## src/rtl/bfp_pkg.sv

```systemverilog
package bfp_pkg;
    typedef enum logic [1:0] {
        ST_IDLE = 2'd0,
        ST_RUN  = 2'd1,
        ST_DONE = 2'd2
    } bfp_state_t;
endpackage

```

## src/rtl/bfp_slice.sv

```systemverilog
module bfp_slice #(
    parameter int IN_W  = 19,
    parameter int OUT_W = 16
) (
    input  logic [IN_W-1:0]  raw,
    input  logic             wide_win,
    input  logic             chk_en,
    output logic [OUT_W-1:0] word,
    output logic             guard_bad
);
    localparam int LSB_NARROW = IN_W - OUT_W - 1;
    localparam int LSB_WIDE   = IN_W - OUT_W;

    always_comb begin
        if (wide_win) begin
            word = raw[LSB_WIDE +: OUT_W];
        end else begin
            word = raw[LSB_NARROW +: OUT_W];
        end
        guard_bad = chk_en && (raw[IN_W-1] != raw[IN_W-2]);
    end
endmodule

```

## src/rtl/bfp_tracker.sv

```systemverilog
module bfp_tracker #(
    parameter int OUT_W = 16,
    parameter int SH_W  = 4
) (
    input  logic             clk,
    input  logic             rst_n,
    input  logic             clr,
    input  logic             upd,
    input  logic [OUT_W-1:0] re_w,
    input  logic [OUT_W-1:0] im_w,
    output logic [SH_W-1:0]  min_nxt,
    output logic             nz_nxt
);
    localparam logic [SH_W-1:0] MAX_CNT = SH_W'(OUT_W - 1);

    logic [SH_W-1:0] min_q;
    logic            nz_q;
    logic [SH_W-1:0] cnt_re;
    logic [SH_W-1:0] cnt_im;

    function automatic logic [SH_W-1:0] sign_run(input logic [OUT_W-1:0] w);
        logic [SH_W-1:0] n;
        logic            go;
        n  = '0;
        go = 1'b1;
        for (int i = OUT_W - 2; i >= 0; i--) begin
            if (go && (w[i] == w[OUT_W-1])) begin
                n = n + 1'b1;
            end else begin
                go = 1'b0;
            end
        end
        return n;
    endfunction

    always_comb begin
        cnt_re  = sign_run(re_w);
        cnt_im  = sign_run(im_w);
        min_nxt = min_q;
        nz_nxt  = nz_q;
        if (upd) begin
            if (cnt_re < min_nxt) min_nxt = cnt_re;
            if (cnt_im < min_nxt) min_nxt = cnt_im;
            nz_nxt = nz_q || (re_w != '0) || (im_w != '0);
        end
    end

    always_ff @(posedge clk) begin
        if (!rst_n || clr) begin
            min_q <= MAX_CNT;
            nz_q  <= 1'b0;
        end else begin
            min_q <= min_nxt;
            nz_q  <= nz_nxt;
        end
    end
endmodule

```

## src/rtl/bfp_rescaler.sv

```systemverilog
module bfp_rescaler
    import bfp_pkg::*;
#(
    parameter int IN_W  = 19,
    parameter int OUT_W = 16,
    parameter int EXP_W = 8,
    parameter int SH_W  = $clog2(OUT_W)
) (
    input  logic             clk,
    input  logic             rst_n,
    input  logic             xfm_start,
    input  logic             pass_start,
    input  logic             first_pass,
    input  logic             grow3_sel,
    input  logic             pass_end,
    input  logic             sample_valid,
    input  logic [IN_W-1:0]  re_in,
    input  logic [IN_W-1:0]  im_in,
    output logic [OUT_W-1:0] re_out,
    output logic [OUT_W-1:0] im_out,
    output logic             out_valid,
    output logic             shift_vld,
    output logic [SH_W-1:0]  shift_cnt,
    output logic [EXP_W-1:0] exponent,
    output logic             ovf
);
    localparam int GROW_LO = IN_W - OUT_W - 1;

    bfp_state_t state_q, state_d;
    logic       grow3_q;
    logic       first_q;
    logic       in_idle;
    logic       in_run;
    logic       take;
    logic       close;
    logic       wide_win;
    logic       chk_en;
    logic [EXP_W-1:0] grow_bits;

    logic [1:0][IN_W-1:0]  raw_v;
    logic [1:0][OUT_W-1:0] word_v;
    logic [1:0]            bad_v;
    logic [SH_W-1:0]       min_nxt;
    logic                  nz_nxt;

    // state register
    always_ff @(posedge clk) begin
        if (!rst_n) state_q <= ST_IDLE;
        else        state_q <= state_d;
    end

    // next state and state-decoded outputs
    always_comb begin
        state_d = state_q;
        in_idle = 1'b0;
        in_run  = 1'b0;
        shift_vld = 1'b0;
        unique case (state_q)
            ST_IDLE: begin
                in_idle = 1'b1;
                if (pass_start) state_d = ST_RUN;
            end
            ST_RUN: begin
                in_run = 1'b1;
                if (pass_end) state_d = ST_DONE;
            end
            ST_DONE: begin
                shift_vld = 1'b1;
                state_d   = ST_IDLE;
            end
            default: state_d = ST_IDLE;
        endcase
    end

    assign take      = in_run && sample_valid;
    assign close     = in_run && pass_end;
    assign wide_win  = !first_q && grow3_q;
    assign chk_en    = !first_q && !grow3_q;
    assign grow_bits = wide_win ? EXP_W'(GROW_LO + 1) : EXP_W'(GROW_LO);
    assign raw_v[0]  = re_in;
    assign raw_v[1]  = im_in;

    for (genvar g = 0; g < 2; g++) begin : g_lane
        bfp_slice #(.IN_W(IN_W), .OUT_W(OUT_W)) u_slice (
            .raw      (raw_v[g]),
            .wide_win (wide_win),
            .chk_en   (chk_en),
            .word     (word_v[g]),
            .guard_bad(bad_v[g])
        );
    end

    bfp_tracker #(.OUT_W(OUT_W), .SH_W(SH_W)) u_track (
        .clk    (clk),
        .rst_n  (rst_n),
        .clr    (in_idle && pass_start),
        .upd    (take),
        .re_w   (word_v[0]),
        .im_w   (word_v[1]),
        .min_nxt(min_nxt),
        .nz_nxt (nz_nxt)
    );

    always_ff @(posedge clk) begin
        if (!rst_n) begin
            grow3_q   <= 1'b0;
            first_q   <= 1'b1;
            re_out    <= '0;
            im_out    <= '0;
            out_valid <= 1'b0;
            shift_cnt <= '0;
            exponent  <= '0;
            ovf       <= 1'b0;
        end else begin
            out_valid <= take;
            if (take) begin
                re_out <= word_v[0];
                im_out <= word_v[1];
                if (|bad_v) ovf <= 1'b1;
            end
            if (in_idle && xfm_start) begin
                grow3_q  <= grow3_sel;
                exponent <= '0;
                ovf      <= 1'b0;
            end
            if (in_idle && pass_start) first_q <= first_pass;
            if (close) begin
                if (nz_nxt) begin
                    shift_cnt <= min_nxt;
                    exponent  <= exponent + grow_bits - EXP_W'(min_nxt);
                end else begin
                    shift_cnt <= '0;
                end
            end
        end
    end
endmodule

```

## config.mk

```make
export PLATFORM = sky130hd
export DESIGN_NAME = bfp_rescaler
export DESIGN_NICKNAME = d
export VERILOG_FILES = /design/src/rtl/bfp_pkg.sv /design/src/rtl/bfp_slice.sv /design/src/rtl/bfp_tracker.sv /design/src/rtl/bfp_rescaler.sv
export SDC_FILE = /design/constraint.sdc
export NUM_CORES = 1
export LEC_CHECK = 0
export ABC_AREA = 1
export BUFFER_PORTS_ARGS = -buffer_cell sky130_fd_sc_hd__buf_2
export CAP_MARGIN = 20
export CORE_UTILIZATION = 46
export CTS_BUF_LIST = sky130_fd_sc_hd__clkbuf_4
export DETAILED_ROUTE_END_ITERATION = 7
export PLACE_DENSITY = 0.68
export SLEW_MARGIN = 25
export SYNTH_ARGS = -nofsm -noshare
export SYNTH_HDL_FRONTEND = slang
export SYNTH_SLANG_ARGS = --single-unit
```

## constraint.sdc

```tcl
create_clock -name clk -period 17.2 [get_ports clk]
set_input_delay 1.72 -clock clk [delete_from_list [all_inputs] [get_ports clk]]
set_output_delay 1.72 -clock clk [all_outputs]
set_load 0.02 [all_outputs]
```

Word-level counts from Yosys, hierarchy flattened
Cells that the tools add are included.
{"block": "classes", "n_mux": 76, "reduce_logical": 49, "eq_ne": 36, "bitwise_logic": 1, "n_addsub": 30, "n_lt_le_gt_ge": 2}
{"op": "4-bit two-way mux", "count": 33}
{"op": "4-bit by 1-bit adder with 4-bit output (second input constant)", "count": 27}
{"op": "1-bit logical AND", "count": 36}
{"op": "1-bit two-way mux", "count": 35}
{"op": "16-bit two-way mux", "count": 2}
{"op": "16-bit nonzero test", "count": 2}
{"op": "1-bit == test", "count": 30}
{"op": "8-bit two-way mux", "count": 3}
{"op": "8-bit by 2-bit adder with 8-bit output", "count": 1}
{"op": "4-bit < comparator", "count": 2}
{"op": "8-bit by 4-bit subtractor with 8-bit output", "count": 1}
{"op": "2-bit two-way mux", "count": 2}
{"op": "2-bit inequality test (second input constant)", "count": 2}
{"op": "2-bit one-hot mux with 2 select lines", "count": 1}
{"op": "2-bit AND reduction", "count": 2}
{"op": "2-bit OR reduction", "count": 2}
{"op": "1-bit logical NOT", "count": 3}
{"op": "1-bit logical OR", "count": 3}
{"op": "1-bit by 1-bit adder with 2-bit output (second input constant)", "count": 1}
{"op": "2-bit by 1-bit == test with 1-bit output (second input constant)", "count": 1}
{"op": "2-bit == test (second input constant)", "count": 1}
{"op": "2-bit logical NOT", "count": 1}
{"op": "1-bit inequality test", "count": 2}
{"op": "1-bit NOT", "count": 1}
{"block": "word_totals", "elab_cells": 205, "regBits": 55}

Longest topological paths before layout
Gate-level depths: netlist of the first run.
{"block": "logic_depth", "ltp_word": 42, "ltp_mapped": 87, "ltp_nobuf": 83}

Cells and area by module
From an unflattened synthesis of the first run, not the netlist that was laid out.
{"block": "hier_totals", "cells_unflattened": 874, "area_unflattened_um2": 5371.4}
{"module": "bfp_tracker", "cells_each": 466, "n_inst": 1, "area_per_inst_um2": 2647.5}
{"module": "bfp_rescaler", "cells_each": 298, "n_inst": 1, "area_per_inst_um2": 2253.4}
{"module": "bfp_slice", "cells_each": 55, "n_inst": 2, "area_per_inst_um2": 235.2}

Worst setup path after synthesis of the first run
No wires, ideal clock.
{"block": "synth_path", "path_type": "input port to flip-flop", "startpoint": "input re_in[18]", "endpoint": "register exponent[6]", "required_ns": 17.130, "path_buffers": 1, "cell_stages": 75, "arrival_ns": 12.448, "path_slack_ns": 4.683, "setup_ns": 0.070, "cell_sequence": "inv_1 > nand3_1 > nand2_1 > buf_2 > ha_1 > inv_1 > nand2_1 > nor2_1 > ha_1 > o21ai_0 > inv_1 > ha_1 > or2_2 > nand2_1 > inv_1 > ha_1 > nand2_1 > nand2_1 > [... 39 more ...] > nand2_1 > nand2_2 > nand2_2 > nand2_1 > nand3_2 > nand2_1 > inv_1 > ha_1 > fa_1 > o31ai_1 > inv_1 > nor2_1 > nor2_1 > nor2_1 > nor2_1 > xor2_1 > nand2_1 > a21oi_1"}
{"block": "synth_between", "elab_chain_cells": 40, "word_cells_on_any_way": 86, "cone_classes": "15 x add/sub; 2 x order compare; 15 x eq/ne; 37 x mux; 17 x reduce/logical"}
{"element": "start, declared", "line_no": "bfp_rescaler.sv:17", "text": "input logic [IN_W-1:0] re_in,"}
{"element": "16-bit two-way mux *", "line_no": "bfp_slice.sv:15", "text": "if (wide_win) begin"}
{"element": "1-bit == test", "line_no": "bfp_tracker.sv:27", "text": "if (go && (w[i] == w[OUT_W-1])) begin"}
{"element": "1-bit two-way mux", "line_no": "bfp_tracker.sv:27"}
{"element": "4-bit by 1-bit adder with 4-bit output or 1-bit logical AND (tied branches)", "line_no": "bfp_tracker.sv:28, bfp_tracker.sv:27"}
{"element": "4-bit two-way mux or 1-bit two-way mux (tied branches)", "line_no": "bfp_tracker.sv:27"}
{"element": "4-bit by 1-bit adder with 4-bit output or 1-bit logical AND (tied branches)", "line_no": "bfp_tracker.sv:28, bfp_tracker.sv:27"}
{"element": "4-bit two-way mux or 1-bit two-way mux (tied branches)", "line_no": "bfp_tracker.sv:27"}
{"element": "4-bit by 1-bit adder with 4-bit output or 1-bit logical AND (tied branches)", "line_no": "bfp_tracker.sv:28, bfp_tracker.sv:27"}
{"element": "[... 25 more ...]"}
{"element": "4-bit two-way mux *", "line_no": "bfp_tracker.sv:41", "text": "if (upd) begin"}
{"element": "4-bit < comparator", "line_no": "bfp_tracker.sv:43", "text": "if (cnt_im < min_nxt) min_nxt = cnt_im;"}
{"element": "4-bit two-way mux *", "line_no": "bfp_tracker.sv:43"}
{"element": "4-bit two-way mux *", "line_no": "bfp_tracker.sv:41"}
{"element": "via min_nxt[1]", "line_no": "bfp_rescaler.sv:43", "text": "logic [SH_W-1:0] min_nxt;"}
{"element": "8-bit by 4-bit subtractor with 8-bit output *", "line_no": "bfp_rescaler.sv:130", "text": "exponent <= exponent + grow_bits - EXP_W'(min_nxt);"}
{"element": "8-bit two-way mux *", "line_no": "bfp_rescaler.sv:128", "text": "if (nz_nxt) begin"}
{"element": "8-bit two-way mux *", "line_no": "bfp_rescaler.sv:127", "text": "if (close) begin"}
{"element": "end signal, assigned", "line_no": "bfp_rescaler.sv:130"}
{"element": "end, declared", "line_no": "bfp_rescaler.sv:24", "text": "output logic [EXP_W-1:0] exponent,"}
Mark *: on every way through the listed nets, which the timed path passes. The rest lies on a longest branch. The select of a mux whose other input is x is not followed.
A chain may end at the register's enable or synchronous reset.

Worst setup path after layout of the first run
Ends and elaborated chain as after synthesis.

==> metrics.cfg, run 1 <==
[global_route]
grt_pass1_wl_um = 20200
grt_remaining_overflow = 0
global_route.usage.total_pct = 21.9
maximum_number_of_pins_on_one_net_before_global_route_repair = 56
gr-usage-met1_pct = 29.2
grt_antenna_before_repair = 0
groute.layer.met2.usage_pct = 36.1
grt_most_used_layer = met2
vias_in_the_first_global_route = 4440
global_route.usage.met3_pct = 4.00

[synthesis]
synthesis.instances = 795
postSynthAreaPerCell_um2 = 6.42
post_synth_mux_area_share_pct = 0.196
postSynth.asyncResetShare_pct = 0
yosys.cell_types.count = 45
ys_ff_latch = 55
synthesized_area_fraction_occupied_by_adder_cells_pct = 11.2
yosys_most_used_dff = sky130_fd_sc_hd__dfxtp_1
synthesis.area_mm2 = 0.00510
synth_compound_area_share_pct = 14.0
yosysSeqAreaShare_pct = 21.6
synth_simple_gate_area_share_pct = 35.7
xor_xnor_fraction_of_synth_area_pct = 5.66
synth-edff-count = 0
synth_top_family_by_area = simple AND/OR/NAND/NOR gates
synth_nets = 886
ys.warnings.count = 0

[sta]
rsz_0062_raised_after_global_routing = no
min_period_ns = 13.29
slew-limit-headroom_pct = 41.6
hold_viol_final = 0
worst-slew-pin-transition_ns = 0.874
fin_tns_setup_ns = 0
setup_viol_count_final = 0
fmax_ghz = 0.0752
timing.final.max_slew_violations = 0
timing.clock.skew_ns = 0.0124
finalCritPeriodShare_pct = 77.3

[worst_setup_path]
crit_slowest_cell = sky130_fd_sc_hd__fa_1
critical_path.top_delay_family = simple AND/OR/NAND/NOR gates
setup.worst_path.class = input pin to flop
critical-path-max-stage-delay_ns = 0.47
worst-endpoint-arrival_ns = 13.66
critical_path_required_ns = 17.57
worst_setup_path_end_kind = flop
worstSetupStartpointType = input pin
critPathMaxFanout = 14
path_buf_inv = 10
critical-path-top-cell-by-count = sky130_fd_sc_hd__nand2_1

[clock_tree]
ctsRootBufferMaster = sky130_fd_sc_hd__clkbuf_4
cts_setup_buffers = 0
post_cts.resized_instances = 0
cts-htree-levels = 2
clk_latency_ns = 0.42
tritoncts_clock_tree = yes
cts.hold.buffers_added = 0
clock_path_buffers = 2
cts.reportedPaths.clkPinSlew_ns = 0.17
cts_made_buffers = 5
cts_num_sinks = 55

[floorplanning]
i_o_pin_total = 93
initial_utilization_pct = 47.1
floorplan.rows = 38
die_w_um = 107
core_region_area_mm2 = 0.0108
die_height_um = 107
floorplan.die_area_mm2 = 0.0115

[flow_run]
drv.max_cap_violation_count = 0

[cells_and_area]
finish.net_count = 959
multi_input_area_mm2 = 0.00341
regArea_mm2 = 0.00110
final_util_pct = 52.2
post_layout_nonfiller_instances = 1009
area.growth.synth_to_final_pct = 10.9
layout.cells.most_common_list = sky130_fd_sc_hd__nand2_1, sky130_fd_sc_hd__inv_1, sky130_fd_sc_hd__buf_2, sky130_fd_sc_hd__o21ai_0, sky130_fd_sc_hd__nand3_1
drive_gt1_share_pct = 18.9
antennaDiodeCount = 0
final_common_cell = sky130_fd_sc_hd__nand2_1
fillCellCount = 1165

[place]
io_buffers = 88
place.detailed.instances = 1001
place_hpwl_um = 9280
place_congestion = 0.851

[drt]
drc_errors = 0
via_cell_ratio = 4.94
drt_iter0_markers = 178
drt_pre_antenna_iters = 4
drt_wl_total_um = 12000
route.detailed.wl_per_inst_um = 11.9
num_vias = 4982
antenna_left = 0

[min_path]
hold_path_class = flop to flop

[pwr]
vdd_ir_drop_max_mv = 0.0289
p_per_area_mw_per_mm2 = 61.4
p_leak_nw = 3.19
fin_total_pwr_mw = 0.347

[outcome]
outcome = completed

## worst min-delay path: stages (launching register included)
cell and delay (ns):
sky130_fd_sc_hd__dfxtp_1 0.34, sky130_fd_sc_hd__nand2_1 0.06, sky130_fd_sc_hd__a21oi_1 0.05
## routing by layer
metal  wire (µm)  up-vias
met3         605       12
met1        5920     2159
met5           0        -
met4         188        0
li1            -     2706
met2        5260      105
## cells in the mapped netlist (3+ instances only)
master | instances | share of area (%)
sky130_fd_sc_hd__nor2_1 | 57 | 4.2
sky130_fd_sc_hd__inv_1 | 105 | 7.7
sky130_fd_sc_hd__nor4_1 | 5 | 0.61
sky130_fd_sc_hd__nand2_2 | 17 | 2.1
sky130_fd_sc_hd__nor3_1 | 5 | 0.49
sky130_fd_sc_hd__xnor2_1 | 14 | 2.4
sky130_fd_sc_hd__clkbuf_1 | 12 | 0.88
sky130_fd_sc_hd__nand3_1 | 64 | 6.3
sky130_fd_sc_hd__nor2_4 | 3 | 0.66
sky130_fd_sc_hd__buf_6 | 3 | 0.66
sky130_fd_sc_hd__nand2_1 | 186 | 14
sky130_fd_sc_hd__o21ai_1 | 8 | 0.78
sky130_fd_sc_hd__nand3b_1 | 5 | 0.74
sky130_fd_sc_hd__clkinv_2 | 4 | 0.39
sky130_fd_sc_hd__nand3_2 | 4 | 0.78
sky130_fd_sc_hd__o21ai_2 | 7 | 1.2
sky130_fd_sc_hd__a21oi_1 | 40 | 3.9
sky130_fd_sc_hd__and2_1 | 9 | 1.1
sky130_fd_sc_hd__a31oi_1 | 4 | 0.49
sky130_fd_sc_hd__inv_2 | 8 | 0.59
sky130_fd_sc_hd__buf_4 | 4 | 0.59
sky130_fd_sc_hd__or2_2 | 13 | 1.6
sky130_fd_sc_hd__nand2_4 | 6 | 1.3
sky130_fd_sc_hd__buf_2 | 3 | 0.29
sky130_fd_sc_hd__nand4_1 | 7 | 0.86
sky130_fd_sc_hd__xor2_1 | 19 | 3.3
sky130_fd_sc_hd__o21ai_0 | 65 | 6.4
sky130_fd_sc_hd__ha_1 | 44 | 11
sky130_fd_sc_hd__dfxtp_1 | 55 | 22
## per-stage QoR
stage	hold WS, ns	instance area, µm²	worst slack [ns]
floorplan	0.494	5100	4.68
global placement	0.453	5580	3.63
detailed placement	0.457	5580	3.43
CTS	0.478	5660	3.89
global route	0.513	5660	2.92
finish	0.477	5660	3.91
## registers in the layout, summed over array words and instances (netlist names)
register       cells
im_out            16
re_out            16
exponent           8
shift_cnt          4
u_track.min_q      4
state_q            2
first_q            1
grow3_q            1
out_valid          1
ovf                1
u_track.nz_q       1
## area by class of cell
| type | instances | share of cell area, % |
|---|---|---|
| clock buffers | 5 | 0.663 |
| clock inverters | 3 | 0.685 |
| inverters | 119 | 8.02 |
| multi-input cells | 598 | 60.2 |
| flip-flops and latches | 55 | 19.5 |
| well taps | 140 | 3.09 |
| repair buffers | 89 | 7.91 |
## kinds of logic (layout without fill, tap and decap cells)
| group | Yosys count | count (layout) |
|---|---|---|
| compound gates | 132 | 132 |
| xor+xnor | 33 | 33 |
| mux | 1 | 1 |
| buf+inv | 142 | 216 |
| fa+ha+maj | 45 | 45 |
| flops | 55 | 55 |
| simple gates | 387 | 387 |
## power breakdown
part           switching (mW)  internal, mW
logic                  0.0873        0.0465
registers             0.00375         0.134
clock network          0.0463        0.0300
## final timing paths
check                     from            to  slack [ns]  depth (start not counted)
hold / removal    shift_cnt[0]  shift_cnt[0]        0.48                          2
hold reg to reg   shift_cnt[0]  shift_cnt[0]        0.48                          2
setup / recovery     re_in[18]   exponent[6]        3.91                         74
setup reg to reg       grow3_q   exponent[6]        4.38                         73
Power figures use the tool's default switching activity.
==> run 2: changes to the inputs <==
--- a/config.mk
+++ b/config.mk
@@ -5,13 +5,13 @@
 export SDC_FILE = /design/constraint.sdc
 export NUM_CORES = 1
 export LEC_CHECK = 0
-export ABC_AREA = 1
+export ABC_AREA = 0
 export BUFFER_PORTS_ARGS = -buffer_cell sky130_fd_sc_hd__buf_2
 export CAP_MARGIN = 20
 export CORE_UTILIZATION = 46
 export CTS_BUF_LIST = sky130_fd_sc_hd__clkbuf_4
 export DETAILED_ROUTE_END_ITERATION = 7
-export PLACE_DENSITY = 0.68
+export PLACE_DENSITY = 0.69
 export SLEW_MARGIN = 25
 export SYNTH_ARGS = -nofsm -noshare
 export SYNTH_HDL_FRONTEND = slang
==> constraint.sdc (replaced) <==
create_clock -name clk -period 10.64 [get_ports clk]
set_input_delay 1.064 -clock clk [delete_from_list [all_inputs] [get_ports clk]]
set_output_delay 1.064 -clock clk [all_outputs]
set_load 0.02 [all_outputs]
==> run 2 against run 1 <==
The run now ends with negative setup slack left. Total power rose by 130%. Sequential share of layout area fell by 6.7 points. Synthesized area rose by 27%. Critical path type unchanged. Largest power group is now combinational cells.
==> metrics.cfg, run 2 <==
[outcome]
outcome = finished, violations left
failed_checks = negative setup slack

[sta]
slew-limit-headroom_pct = 55.8
fmax_ghz = 0.0811
min_period_ns = 12.33
fin_tns_setup_ns = -11.56
setup_viol_count_final = 14
worst-slew-pin-transition_ns = 0.661
timing.final.max_slew_violations = 0
finalWorstSetupSlack_ns = -1.69
rsz_0062_raised_after_global_routing = yes
hold_viol_final = 0
timing.clock.skew_ns = 0.0242
hold_ws_ns = 0.499
finalCritPeriodShare_pct = 116

[synthesis]
yosysSeqAreaShare_pct = 16.9
synth-edff-count = 0
yosys.cell_types.count = 104
postSynthAreaPerCell_um2 = 7.43
ys.warnings.count = 0
yosys_most_used_dff = sky130_fd_sc_hd__dfxtp_1
synth_nets = 966
netlist_top_cells_count = sky130_fd_sc_hd__nand2_1, sky130_fd_sc_hd__nor2_1, sky130_fd_sc_hd__dfxtp_1
ys_ff_latch = 55
synth_top_area_share_pct = 16.9
synthesis.area_mm2 = 0.00650
postSynth.asyncResetShare_pct = 0
synth_top_cell_by_area = sky130_fd_sc_hd__dfxtp_1
synth_top_cells_by_area = sky130_fd_sc_hd__dfxtp_1, sky130_fd_sc_hd__ha_1, sky130_fd_sc_hd__nand2_1
synthesis.instances = 875
most_instantiated_library_cell_after_synthesis = sky130_fd_sc_hd__nand2_1

[global_route]
grt_antenna_before_repair = 1
gr-usage-met1_pct = 34.8
maximum_number_of_pins_on_one_net_before_global_route_repair = 63
grt_pass1_wl_um = 32400
vias_in_the_first_global_route = 6703
global_route.usage.met3_pct = 2.35
grt_remaining_overflow = 0
groute.layer.met2.usage_pct = 48.5
global_route.usage.total_pct = 27.4
grt_most_used_layer = met2

[place]
io_buffers = 88
place_worst_setup_slack_ns = -2.01
place_hpwl_um = 15200
place_congestion = 0.925
detailed_place.area_mm2 = 0.00814
place.detailed.instances = 1223

[pwr]
p_per_area_mw_per_mm2 = 90.6
vdd_ir_drop_max_mv = 0.0397
p_leak_nw = 3.93
fin_total_pwr_mw = 0.784

[clock_tree]
ctsRootBufferMaster = sky130_fd_sc_hd__clkbuf_4
cts_made_buffers = 5
cts_num_sinks = 55
clk_latency_ns = 0.43
cts.hold.buffers_added = 0
tritoncts_clock_tree = yes
cts.reportedPaths.clkPinSlew_ns = 0.19
clock_path_buffers = 2
cts-htree-levels = 2

[drt]
drt_wl_total_um = 20100
drt_pre_antenna_iters = 7
drc_errors = 0
drt_iter0_markers = 572
antenna_left = 0
via_cell_ratio = 5.71
route.detailed.wl_per_inst_um = 16.0
num_vias = 7167

[worst_setup_path]
critical-path-top-cell-by-count = sky130_fd_sc_hd__ha_1
critPathMaxFanout = 4
worstSetupStartpointType = input pin
critical_path_required_ns = 10.95
critical-path-max-stage-delay_ns = 0.36
setup.worst_path.class = input pin to flop
worst-endpoint-arrival_ns = 12.65
path_buf_inv = 6
crit_slowest_cell = sky130_fd_sc_hd__ha_1
worst_setup_path_end_kind = flop
critical_path.top_delay_family = adder cells

[floorplanning]
floorplan.die_area_mm2 = 0.0146
floorplan.rows = 43
initial_utilization_pct = 47.0
die_height_um = 121
die_w_um = 121
core_region_area_mm2 = 0.0138
i_o_pin_total = 93

[flow_run]
drv.max_cap_violation_count = 0

[cells_and_area]
final_cell_area_mm2 = 0.00866
final_util_pct = 62.6
final_common_cell = sky130_fd_sc_hd__buf_4
fillCellCount = 1215
area.growth.synth_to_final_pct = 33.1
finish.net_count = 1165
post_layout_nonfiller_instances = 1256
biggestRegsByFlops = im_out x16, re_out x16, exponent x8
layout.cells.most_common_list = sky130_fd_sc_hd__buf_4, sky130_fd_sc_hd__nand2_1, sky130_fd_sc_hd__nor2_1, sky130_fd_sc_hd__buf_2, sky130_fd_sc_hd__dfxtp_1
drive_gt1_share_pct = 35.8

[min_path]
hold_path_class = flop to flop

-- run 2: cell count changes after synthesis, moves of 23 or more --
cell,previous run,this run
sky130_fd_sc_hd__clkbuf_1,12,35
sky130_fd_sc_hd__inv_1,105,38
sky130_fd_sc_hd__mux2i_1,1,24
sky130_fd_sc_hd__nand2_1,186,119
sky130_fd_sc_hd__nand3_1,64,38
sky130_fd_sc_hd__nor2_1,57,96
sky130_fd_sc_hd__o21ai_0,65,33
-- run 2: worst register-to-register path: cells and delay by family (launching register included) --
| family | cells | cell delay [ns] |
|---|---|---|
| XOR/XNOR | 3 | 0.44 |
| AND/OR/NAND/NOR | 12 | 1.18 |
| AO/OA/AOI/OAI | 27 | 3.79 |
| adder cells (fa/ha/maj) | 17 | 4.57 |
| buffers and inverters | 5 | 0.33 |
| flip-flops | 1 | 0.46 |
| multiplexers | 5 | 1.33 |
-- run 2: cell families after synthesis --
| logic type | count (synthesis) | synth area share, % |
|---|---|---|
| muxes | 43 | 8.10 |
| DFF | 55 | 16.9 |
| adders and majority gates | 45 | 8.77 |
| xor gates and xnor gates | 57 | 8.37 |
| buffers and inverters | 107 | 7.17 |
| AOI/OAI and AO/OA | 205 | 23.2 |
| and+or+nand+nor | 363 | 27.4 |
-- run 2: final timing paths --
kind	to	depth (start not counted)	slack [ns]	start
max	exponent[7]	70	-1.69	re_in[18]
max reg2reg	exponent[7]	69	-1.53	grow3_q
min	state_q[0]	1	0.50	state_q[1]
min reg2reg	state_q[0]	1	0.50	state_q[1]
-- run 2: what timing repair did --
item                                    4_1_cts  5_1_grt
cloned                                        0        0
pin swaps                                    37       38
buffers inserted                             18        9
endpoints found under the setup margin       13       14
resized for setup                            31       24
-- run 2: final cells by class --
class	count	area [µm²]	area share, %
Clock inverter	2	38.8	0.448
Multi-Input combinational cell	713	5340	61.6
Timing Repair Buffer	258	1750	20.2
Sequential cell	55	1100	12.7
Clock buffer	6	45.0	0.520
Inverter	41	159	1.83
Antenna cell	1	2.50	0.0289
Tap cell	180	225	2.60
-- run 2: layer usage --
| layer | up-vias | wire (µm) |
|---|---|---|
| met2 | 205 | 9950 |
| met1 | 3398 | 8630 |
| met3 | 45 | 895 |
| met5 | - | 0 |
| met4 | 0 | 583 |
| li1 | 3519 | - |
-- run 2: where the power goes --
part / internal [mW] / switching [mW] / total (mW) / leakage, nW
combinational: 0.209 / 0.216 / 0.425 / 3.44
sequential: 0.216 / 0.00730 / 0.223 / 0.448
clock: 0.0532 / 0.0830 / 0.136 / 0.0463
